<file path="config.mk">
export PLATFORM = sky130hd
export DESIGN_NAME = pfq_top
export DESIGN_NICKNAME = d
export VERILOG_FILES = /design/src/rtl/pfq_pkg.sv /design/src/rtl/pfq_ctrl.sv /design/src/rtl/pfq_data.sv /design/src/rtl/pfq_top.sv
export SDC_FILE = /design/constraint.sdc
export NUM_CORES = 1
export LEC_CHECK = 0
export BUFFER_PORTS_ARGS = -buffer_cell sky130_fd_sc_hd__buf_2
export CORE_ASPECT_RATIO = 1.75
export CORE_MARGIN = 5
export CORE_UTILIZATION = 60
export DETAILED_ROUTE_END_ITERATION = 12
export PLACE_DENSITY = 0.86
export SLEW_MARGIN = 20
export SYNTH_ARGS = -nofsm -noshare
export SYNTH_HDL_FRONTEND = slang
export SYNTH_SLANG_ARGS = --single-unit
</file>
<file path="constraint.sdc">
create_clock -name clk -period 6.58 [get_ports clk]
set_input_delay 0.329 -clock clk [delete_from_list [all_inputs] [get_ports clk]]
set_output_delay 0.329 -clock clk [all_outputs]
set_load 0.03 [all_outputs]
</file>
<file path="src/rtl/pfq_pkg.sv">
package pfq_pkg;
  // strobes from control to datapath
  typedef struct packed {
    logic push;   // write two response bytes, advance fetch address
    logic pop;    // consumer took the oldest byte
    logic flush;  // clear pointers, reload fetch address
  } pfqStrobes_t;
endpackage

</file>
<file path="src/rtl/pfq_ctrl.sv">
module pfq_ctrl
  import pfq_pkg::*;
#(
  parameter int DEPTH = 6,
  localparam int CNT_W = $clog2(DEPTH + 1)
) (
  input  logic             clk,
  input  logic             rstN,
  input  logic             flushReq,
  input  logic             byteReady,
  input  logic             memReqReady,
  input  logic             memRspValid,
  output logic             memReqValid,
  output logic             qFull,
  output logic             qEmpty,
  output logic [CNT_W-1:0] occ,
  output pfqStrobes_t      strobes
);
  logic outstanding;
  logic stale;
  logic reqFire;

  always_comb begin
    strobes.flush = flushReq;
    strobes.pop   = byteReady && (occ != '0) && !flushReq;
    strobes.push  = memRspValid && !stale && !flushReq;
    memReqValid   = !outstanding && !flushReq && (occ <= CNT_W'(DEPTH - 2));
    reqFire       = memReqValid && memReqReady;
    qFull         = (occ == CNT_W'(DEPTH));
    qEmpty        = (occ == '0);
  end

  always_ff @(posedge clk) begin
    if (!rstN) begin
      occ         <= '0;
      outstanding <= 1'b0;
      stale       <= 1'b0;
    end else if (flushReq) begin
      occ         <= '0;
      outstanding <= outstanding && !memRspValid;
      stale       <= outstanding && !memRspValid;
    end else begin
      occ <= occ + (strobes.push ? CNT_W'(2) : CNT_W'(0))
                 - (strobes.pop ? CNT_W'(1) : CNT_W'(0));
      if (memRspValid) begin
        outstanding <= 1'b0;
        stale       <= 1'b0;
      end else if (reqFire) begin
        outstanding <= 1'b1;
      end
    end
  end
endmodule

</file>
<file path="src/rtl/pfq_data.sv">
module pfq_data
  import pfq_pkg::*;
#(
  parameter int DEPTH  = 6,
  parameter int ADDR_W = 16,
  localparam int PTR_W = $clog2(DEPTH)
) (
  input  logic              clk,
  input  logic              rstN,
  input  pfqStrobes_t       strobes,
  input  logic [ADDR_W-1:0] startAddr,
  input  logic [ADDR_W-1:0] flushAddr,
  input  logic [15:0]       rspData,
  output logic [ADDR_W-1:0] fetchAddr,
  output logic [7:0]        byteData
);
  logic [PTR_W-1:0] rdPtr;
  logic [PTR_W-1:0] wrPtr;
  logic [PTR_W-1:0] wrPtrHi;
  logic [7:0]       slots [DEPTH];

  function automatic logic [PTR_W-1:0] bump(input logic [PTR_W-1:0] p);
    return (p == PTR_W'(DEPTH - 1)) ? '0 : p + PTR_W'(1);
  endfunction

  assign wrPtrHi  = bump(wrPtr);
  assign byteData = slots[rdPtr];

  always_ff @(posedge clk) begin
    if (!rstN) begin
      rdPtr     <= '0;
      wrPtr     <= '0;
      fetchAddr <= startAddr;
    end else if (strobes.flush) begin
      rdPtr     <= '0;
      wrPtr     <= '0;
      fetchAddr <= flushAddr;
    end else begin
      if (strobes.push) begin
        wrPtr     <= bump(wrPtrHi);
        fetchAddr <= fetchAddr + ADDR_W'(2);
      end
      if (strobes.pop) rdPtr <= bump(rdPtr);
    end
  end

  for (genvar i = 0; i < DEPTH; i++) begin : g_slot
    always_ff @(posedge clk) begin
      if (strobes.push && !strobes.flush) begin
        if (wrPtr == PTR_W'(i))        slots[i] <= rspData[7:0];
        else if (wrPtrHi == PTR_W'(i)) slots[i] <= rspData[15:8];
      end
    end
  end
endmodule

</file>
<file path="src/rtl/pfq_top.sv">
module pfq_top
  import pfq_pkg::*;
#(
  parameter int DEPTH  = 6,
  parameter int ADDR_W = 16
) (
  input  logic              clk,
  input  logic              rstN,
  input  logic [ADDR_W-1:0] startAddr,
  input  logic              flushReq,
  input  logic [ADDR_W-1:0] flushAddr,
  output logic              memReqValid,
  input  logic              memReqReady,
  output logic [ADDR_W-1:0] memReqAddr,
  input  logic              memRspValid,
  input  logic [15:0]       memRspData,
  output logic              byteValid,
  output logic [7:0]        byteData,
  input  logic              byteReady,
  output logic              qFull,
  output logic              qEmpty
);
  localparam int CNT_W = $clog2(DEPTH + 1);

  pfqStrobes_t      strobes;
  logic [CNT_W-1:0] occ;

  pfq_ctrl #(.DEPTH(DEPTH)) u_ctrl (
    .clk(clk), .rstN(rstN), .flushReq(flushReq), .byteReady(byteReady),
    .memReqReady(memReqReady), .memRspValid(memRspValid),
    .memReqValid(memReqValid), .qFull(qFull), .qEmpty(qEmpty),
    .occ(occ), .strobes(strobes)
  );

  pfq_data #(.DEPTH(DEPTH), .ADDR_W(ADDR_W)) u_data (
    .clk(clk), .rstN(rstN), .strobes(strobes), .startAddr(startAddr),
    .flushAddr(flushAddr), .rspData(memRspData), .fetchAddr(memReqAddr),
    .byteData(byteData)
  );

  assign byteValid = !qEmpty;
endmodule

</file>
# Word level (Yosys, flattened, before mapping)
# Memory sizes are Yosys's and may differ from the RTL's. A register that Yosys moved wholly into a read port is not among the register bits.
# Cells that the tools add are included.
# totals
mem_count	1
output_inout_bits	28
elab_cells	134
ramBits	48
reg_bits	27
input_bits	54
# classes
n_eq_ne	13
bitwise	7
mux	75
n_lt_le_gt_ge	1
reduce_logical	25
addsub	6
# mem_list
name	depth	width	rd	rd_clocked_by_memory_dff	write_ports	line_no	rtl
u_data.slots	6	8	1	1	2	pfq_data.sv:20	logic [7:0] slots [DEPTH];
# op_table
operator	n
$mux 8	10
$mux 1	52
$mux 16	3
$reduce_or 8->1	4
$mux 3	9
$eq 3x3->1 const B	6
$add 16x2->16 const B	1
$eq 3x2->1 const B	4
$add 3x1->3 const B	3
$logic_and 1x1->1	9
$logic_not 3->1	3
$eq 3x1->1 const B	2
$or 1x1->1	6
$reduce_bool 3->1	2
$logic_not 1->1	5
$add 3x3->3	1
$le 3x3->1 const B	1
$ne 3x1->1 const B	1
$sub 3x3->3	1
$mux 2	1
$reduce_bool 2->1	1
$reduce_or 2->1	1
$not 1->1	1

# Depth between registers and ports, before layout
# Gate-level depths: netlist of the first run.
# depth
word_depth	11
depth_mapped	10
depth_no_buf	9

# By module
# Synthesis of the first run repeated with hierarchy kept, for this count alone.
# hier_totals
cells_unflattened	348
hier_area_um2	4261.6
# modules_own_cells
mod	cells_each	seq_area_each_um2	area_each_um2	instances
pfq_data	315	2102.0	3966.3	1
pfq_ctrl	32	100.1	291.5	1
pfq_top	1	0.0	3.8	1

# Worst setup path before layout of the first run
# No wires, ideal clock.
# synth_path
kind	reg2reg
start	register u_data.wrPtr[1]
end	memory u_data.slots[3][0], data pin
setup_slack_ps	4035
stages_incl_launch_ff	11
arrival_ps	2285
setup_ps	260
path_buffers	3
synth_period_minus_slack_ps	2545
required_time_ps	6320
path_cell_list	dfxtp_1 > buf_1 > nand2_1 > inv_1 > ha_1 > clkbuf_1 > o21bai_1 > ha_1 > or3b_1 > buf_6 > mux2_2
# synth_lines
item	line_no	rtl
start: declaration	pfq_data.sv:18	logic [PTR_W-1:0] wrPtr;
start signal: assignment	pfq_data.sv:40	wrPtr <= bump(wrPtrHi);
end: declaration	pfq_data.sv:20	

==> results.py, run 1 <==
metrics = {
    "status": {
        "status": "complete, no violations",
    },
    "layout": {
        "finalNonFillerCells": 504,
        "final_nets": 475,
        "nFillCells": 489,
        "syn_to_final_growth_pct": 17.5,
        "diodes": 0,
        "drive_gt1_share_pct": 38.6,
    },
    "logic_synthesis": {
        "syn-num-nets": 399,
        "synth.yosys.warnings": 0,
        "syn_area_um2": 4160,
        "ys.flop_type": "edfxtp_1",
        "synth_top_area_share_pct": 46.2,
        "async_reset_ff_share_pct": 0,
        "ys_types": 39,
        "synth-edff-count": 64,
        "synth.avg_cell_area_um2": 12.3,
        "ys_seq_area_share_pct": 53.0,
        "synth_area_leader_cell": "edfxtp_1",
        "yosys_register_bits": 78,
        "synthTopCellsByArea": "edfxtp_1 46%, mux2_2 14%, dfxtp_1 6.7%, mux4_2 4.3%, a21oi_1 3.4%",
        "syn-instance-count": 339,
    },
    "timing": {
        "setup_viol": 0,
        "fmax_ghz": 0.374,
        "rsz0062_at_grt": "false",
        "slew_viol_final": 0,
        "hold_violations": 0,
        "skew_ns": 0.00686,
        "tightest_slew_ns": 1.06,
        "whs_ns": 0.215,
        "post-route-period-util_pct": 40.7,
        "relSlewSlack_pct": 28.8,
        "finalSetupTns_ns": 0,
        "fin_crit_ns": 2.68,
    },
    "placement": {
        "io_buffer_count": 81,
        "routabilityCongestion": 0.831,
        "place_inst": 488,
        "hpwlAfterDp_mm": 6.75,
    },
    "drt": {
        "routedWlPerCell_um": 18.2,
        "wirelength_mm": 9.19,
        "drc_errors": 0,
        "vias": 2966,
        "avgViaCountPerCell": 5.88,
        "dr.pass1.iters": 4,
        "ant_nets": 0,
        "drt_iter0_drc": 226,
    },
    "clocking": {
        "cts_tree": "built",
        "numCtsBuffers": 9,
        "cts_resized": 0,
        "clockRootBuffer": "clkbuf_16",
        "clockBufferDepth": 2,
        "clock-sinks": 78,
        "htree_levels": 3,
        "clkTransAtPathRegs_ns": 0.06,
        "insertion_delay_ns": 0.34,
        "cts_hold_buffers": 0,
        "post_cts_buffers": 0,
    },
    "power": {
        "leakagePower_uw": 0.00179,
        "power_density_nw_per_um2": 249,
        "peakVddDrop_uv": 170,
    },
    "floorplanning": {
        "ios": 82,
        "coreArea_um2": 6810,
        "die_x_um": 72.9,
        "die_h_um": 120,
        "start_util_pct": 61.1,
        "rows": 40,
        "die_area_um2": 8760,
    },
    "worst_setup_path": {
        "cp.required_ns": 6.67,
        "critPathLaunchType": "register",
        "path_class": "register to register",
        "cp-end-kind": "register",
        "cp.arrival_ns": 2.77,
        "worstPathMaxFanout": 11,
    },
    "global_route": {
        "grt_start_max_net_pins": 24,
        "overflow": 0,
        "grt_pass1_wl_mm": 14.9,
        "grt_pass1_vias": 3003,
        "track_usage_pct": 22.5,
        "antenna_found_initial": 0,
    },
    "job": {
        "drv_cap": 0,
    },
    "worst_hold_path": {
        "min-delay-path-class": "primary input to register",
    },
}
==> routing by layer <==
layer / vias to the layer above / wire length (um) / GRT usage [%]
li1: 1408 / - / -
met1: 1422 / 3300 / 25.5
met2: 115 / 5040 / 39.2
met3: 21 / 618 / 6.20
met4: 0 / 229 / 8.78
met5: - / 0 / 0
==> layout by cell type, fill, tap and decap left out, types with 12 or more instances in the layout <==
| master | netlist | final |
|---|---|---|
| mux2_2 | 51 | 51 |
| edfxtp_1 | 64 | 64 |
| nor2_1 | 30 | 30 |
| nand2_1 | 18 | 18 |
| o21ai_0 | 12 | 12 |
| dfxtp_1 | 14 | 13 |
| inv_1 | 12 | 12 |
| buf_2 | 2 | 81 |
| xnor2_1 | 12 | 12 |
| a21oi_1 | 28 | 28 |
==> logic make-up (layout without fill, tap and decap cells) <==
family                   count (synthesis)  after routing  synth area share (%)
flip-flops                              78             78                  53.0
AO/OA/AOI/OAI                           45             45                  5.81
XOR/XNOR                                15             15                  3.16
adder cells (fa/ha/maj)                  6              6                  1.81
multiplexers                            69             69                  20.6
buffers and inverters                   29            110                  3.22
AND/OR/NAND/NOR                         97             97                  12.5
==> final timing paths <==
path                                      from                               to  slack, ns  cells past startpoint
setup / recovery  u_data.wrPtr[1]$_SDFFE_PP0P_     u_data.slots[3][7]$_DFFE_PP_       3.90                      7
hold / removal                     memReqReady  u_ctrl.outstanding$_SDFFE_PN0P_       0.22                      3
setup reg to reg  u_data.wrPtr[1]$_SDFFE_PP0P_     u_data.slots[3][7]$_DFFE_PP_       3.90                      7
hold reg to reg   u_data.rdPtr[2]$_SDFFE_PP0N_     u_data.rdPtr[2]$_SDFFE_PP0N_       0.49                      2
==> synth_stat cells (2+ instances only) <==
master and count:
dfxtp_1 14, xnor2_1 12, edfxtp_1 64, or3b_1 2, mux2_2 51, nor3_1 8, nand2_1 18, nand3_1 6
buf_6 3, or3_1 3, nor4_1 4, a21oi_1 28, clkbuf_1 10, and2_1 3, xor2_1 3, buf_2 2
nor2_1 30, mux2i_1 10, buf_1 2, nor3b_1 2, o21a_1 2, nor2b_1 10, ha_1 6, inv_1 12
nand4_1 2, o21ai_0 12, mux4_2 8
==> worst max-delay path, cell delays in order (launching register included) <==
cell,delay (ns)
dfxtp_1,0.59
nand2_1,0.18
inv_1,0.09
ha_1,0.31
o21bai_1,0.20
ha_1,0.22
or3b_1,0.43
mux2_2,0.39
==> flip-flops by register name, indices dropped and copies added (netlist names), named ones only <==
register	count
u_ctrl.outstanding	1
u_data.rdPtr	3
u_ctrl.stale	1
u_ctrl.occ	3
u_data.fetchAddr	16
u_data.slots	48
u_data.wrPtr	3
==> per-stage QoR <==
step	power [uW]	instance area (um2)	util, %	worst slack (ns)
3_5_place_dp	747	4590	67.4	3.94
4_1_cts	1220	4880	71.7	3.80
3_3_place_gp	742	4590	67.4	4.04
2_1_floorplan	691	4160	-	4.03
5_1_grt	1260	4880	71.7	3.70
6_report	1220	4880	71.7	3.90
==> area by class of cell <==
type	instances	area (um2)	area share, %
inverter	12	45.0	0.922
timing repair buffer	82	413	8.46
tap	84	105	2.15
sequential	78	2200	45.1
clock inverter	4	27.5	0.564
multi-input combinational	232	1820	37.3
clock buffer	12	268	5.48
==> where the power goes <==
part           internal [uW]  total, uW  switching (uW)
sequential               558        578            19.4
combinational           64.7        159            94.4
clock                    289        479             191
(Power assumes the default switching activity.)
==> run 2: changes to the inputs <==
--- a/config.mk
+++ b/config.mk
@@ -5,12 +5,13 @@
 export SDC_FILE = /design/constraint.sdc
 export NUM_CORES = 1
 export LEC_CHECK = 0
+export ABC_AREA = 1
 export BUFFER_PORTS_ARGS = -buffer_cell sky130_fd_sc_hd__buf_2
 export CORE_ASPECT_RATIO = 1.75
 export CORE_MARGIN = 5
-export CORE_UTILIZATION = 60
+export CORE_UTILIZATION = 56
 export DETAILED_ROUTE_END_ITERATION = 12
-export PLACE_DENSITY = 0.86
+export PLACE_DENSITY = 0.8
 export SLEW_MARGIN = 20
 export SYNTH_ARGS = -nofsm -noshare
 export SYNTH_HDL_FRONTEND = slang
==> constraint.sdc (replaced) <==
create_clock -name clk -period 2.8 [get_ports clk]
set_input_delay 0.14 -clock clk [delete_from_list [all_inputs] [get_ports clk]]
set_output_delay 0.14 -clock clk [all_outputs]
set_load 0.03 [all_outputs]
==> results.py, run 2 <==
metrics = {
    "drt": {
        "drc_errors": 0,
        "avgViaCountPerCell": 5.49,
        "routedWlPerCell_um": 15.8,
        "wirelength_mm": 10.9,
        "ant_nets": 0,
        "dr.pass1.iters": 5,
        "vias": 3773,
        "drt_iter0_drc": 299,
    },
    "floorplanning": {
        "coreArea_um2": 7620,
        "rows": 42,
        "start_util_pct": 57.8,
        "die_area_um2": 9820,
        "die_x_um": 77.1,
        "die_h_um": 127,
        "ios": 82,
    },
    "timing": {
        "slew_viol_final": 0,
        "skew_ns": 0.00512,
        "rsz0062_at_grt": "false",
        "fmax_ghz": 0.398,
        "whs_ns": 0.0125,
        "tightest_slew_ns": 1.08,
        "post-route-period-util_pct": 89.7,
        "relSlewSlack_pct": 27.2,
        "hold_violations": 0,
        "finalSetupTns_ns": 0,
        "setup_viol": 0,
        "fin_crit_ns": 2.51,
    },
    "status": {
        "status": "complete, no violations",
    },
    "layout": {
        "layout_common_cells": "143 x nand2_1, 81 x buf_2, 70 x nand3_1",
        "syn_to_final_growth_pct": 16.5,
        "reg_top3": "u_data.slots (48), u_data.fetchAddr (16)",
        "layout_commonest_cell": "nand2_1",
        "final_nets": 654,
        "drive_gt1_share_pct": 24.2,
        "largest_register_ffs": 48,
        "final_util_pct": 67.4,
        "top_register": "u_data.slots",
        "diodes": 0,
    },
    "logic_synthesis": {
        "ys.flop_type": "edfxtp_1",
        "synth.yosys.warnings": 0,
        "synth_top_area_share_pct": 43.6,
        "syn-instance-count": 513,
        "synth-edff-count": 64,
        "synth_most_common_cell": "nand2_1",
        "ys_top_cells_by_count": "143 x nand2_1, 70 x nand3_1, 64 x edfxtp_1, 45 x inv_1, 37 x nor2_1",
        "syn-num-nets": 573,
        "yosys_register_bits": 78,
        "synth_area_leader_cell": "edfxtp_1",
        "async_reset_ff_share_pct": 0,
        "ys_types": 34,
        "synthTopCellsByArea": "edfxtp_1 44%, nand2_1 12%, nand3_1 7.9%, dfxtp_1 6.4%, o21ai_2 5.0%",
        "ys_seq_area_share_pct": 50.0,
        "synth.avg_cell_area_um2": 8.59,
        "syn_area_um2": 4410,
    },
    "power": {
        "power_density_nw_per_um2": 564,
        "leakagePower_uw": 0.00225,
        "peakVddDrop_uv": 367,
    },
    "clocking": {
        "post_cts_buffers": 0,
        "htree_levels": 3,
        "clock-sinks": 78,
        "cts_hold_buffers": 0,
        "clockBufferDepth": 2,
        "cts_tree": "built",
        "cts_resized": 0,
        "clkTransAtPathRegs_ns": 0.06,
        "numCtsBuffers": 9,
        "clockRootBuffer": "clkbuf_16",
        "insertion_delay_ns": 0.34,
    },
    "worst_hold_path": {
        "min-delay-path-class": "primary input to register",
    },
    "worst_setup_path": {
        "cp.arrival_ns": 2.46,
        "rr_worst_depth": 8,
        "reg2reg_from": "u_data.wrPtr[0]$_SDFFE_PP0P_",
        "path_class": "register to register",
        "r2r_setup_slack_ns": 0.29,
        "worstPathMaxFanout": 17,
        "crit_end": "u_data.slots[3][0]$_DFFE_PP_",
        "cp.required_ns": 2.75,
        "startpoint": "u_data.wrPtr[0]$_SDFFE_PP0P_",
        "critPathLaunchType": "register",
        "cp-end-kind": "register",
        "r2r-end": "u_data.slots[3][0]$_DFFE_PP_",
    },
    "placement": {
        "hpwlAfterDp_mm": 8.09,
        "routabilityCongestion": 0.814,
        "io_buffer_count": 81,
    },
    "global_route": {
        "grt_start_max_net_pins": 25,
        "overflow": 0,
        "track_usage_pct": 22.6,
        "grt_pass1_wl_mm": 17.2,
        "antenna_found_initial": 0,
        "grt_pass1_vias": 3691,
    },
    "job": {
        "drv_cap": 0,
    },
}
run 2: cell types whose count changed after synthesis, moves of 8 or more:
| cell | change |
|---|---|
| a21oi_1 | -15 |
| clkbuf_1 | -8 |
| inv_1 | +33 |
| mux2_2 | -51 |
| mux2i_1 | -10 |
| mux4_2 | -8 |
| nand2_1 | +125 |
| nand3_1 | +64 |
| nor2b_1 | -10 |
| o21ai_0 | +9 |
| o21ai_1 | +18 |
| o21ai_2 | +25 |
| xnor2_1 | -10 |
run 2: worst min path at each step:
stage	start	end	cells past startpoint
after CTS	memRspValid	u_ctrl.stale$_SDFFE_PN0P_	2
after global routing	memRspValid	u_ctrl.stale$_SDFFE_PN0P_	2
after global placement	memRspValid	u_ctrl.stale$_SDFFE_PN0P_	2
final	memRspValid	u_ctrl.stale$_SDFFE_PN0P_	2
after floorplan	memRspValid	u_ctrl.stale$_SDFFE_PN0P_	1
after detailed placement	memRspValid	u_ctrl.stale$_SDFFE_PN0P_	2
run 2: per-layer routing:
metal  vias up  wire length [um]  part of all wire, %  GRT usage [%]
met4         0               523                  4.8           15.1
li1       1889                 -                    -              -
met5         -                 0                    0              0
met1      1681              3640                   34           22.4
met2       170              5930                   55           42.2
met3        33               760                  7.0           3.73
run 2: cell type report:
type	count	area (um2)
Clock buffer	15	279
Clock inverter	1	5.00
Fill cell	601	2490
Inverter	50	195
Multi-Input combinational cell	367	1880
Sequential cell	78	2200
Tap cell	88	110
Timing Repair Buffer	88	458
run 2: logic make-up after synthesis:
group	share of synthesized area (%)
AO/OA/AOI/OAI	12.4
XOR/XNOR	0.795
adder cells (fa/ha/maj)	1.70
buffers and inverters	7.29
flip-flops	50.0
AND/OR/NAND/NOR	27.9
run 2: per-stage QoR:
stage               area [um2]  setup WS [ns]  instances  power [uW]
floorplan                 4410          0.618        513        1650
global placement          4850          0.481        671        1780
detailed placement        4850          0.334        671        1790
CTS                       5130          0.321        687        2890
global route              5130          0.156        687        2990
finish                    5130          0.288        687        2900
run 2: critical path: stages, from the launching register on:
cell,delay (ns)
dfxtp_1,0.41
nand2_1,0.07
inv_1,0.12
ha_1,0.30
inv_1,0.22
nand2_1,0.13
ha_1,0.25
nand3_4,0.19
o21ai_0,0.42
run 2: power by group:
group / switching, uW / internal, uW
registers: 37.6 / 1310
clock network: 447 / 678
logic: 282 / 138
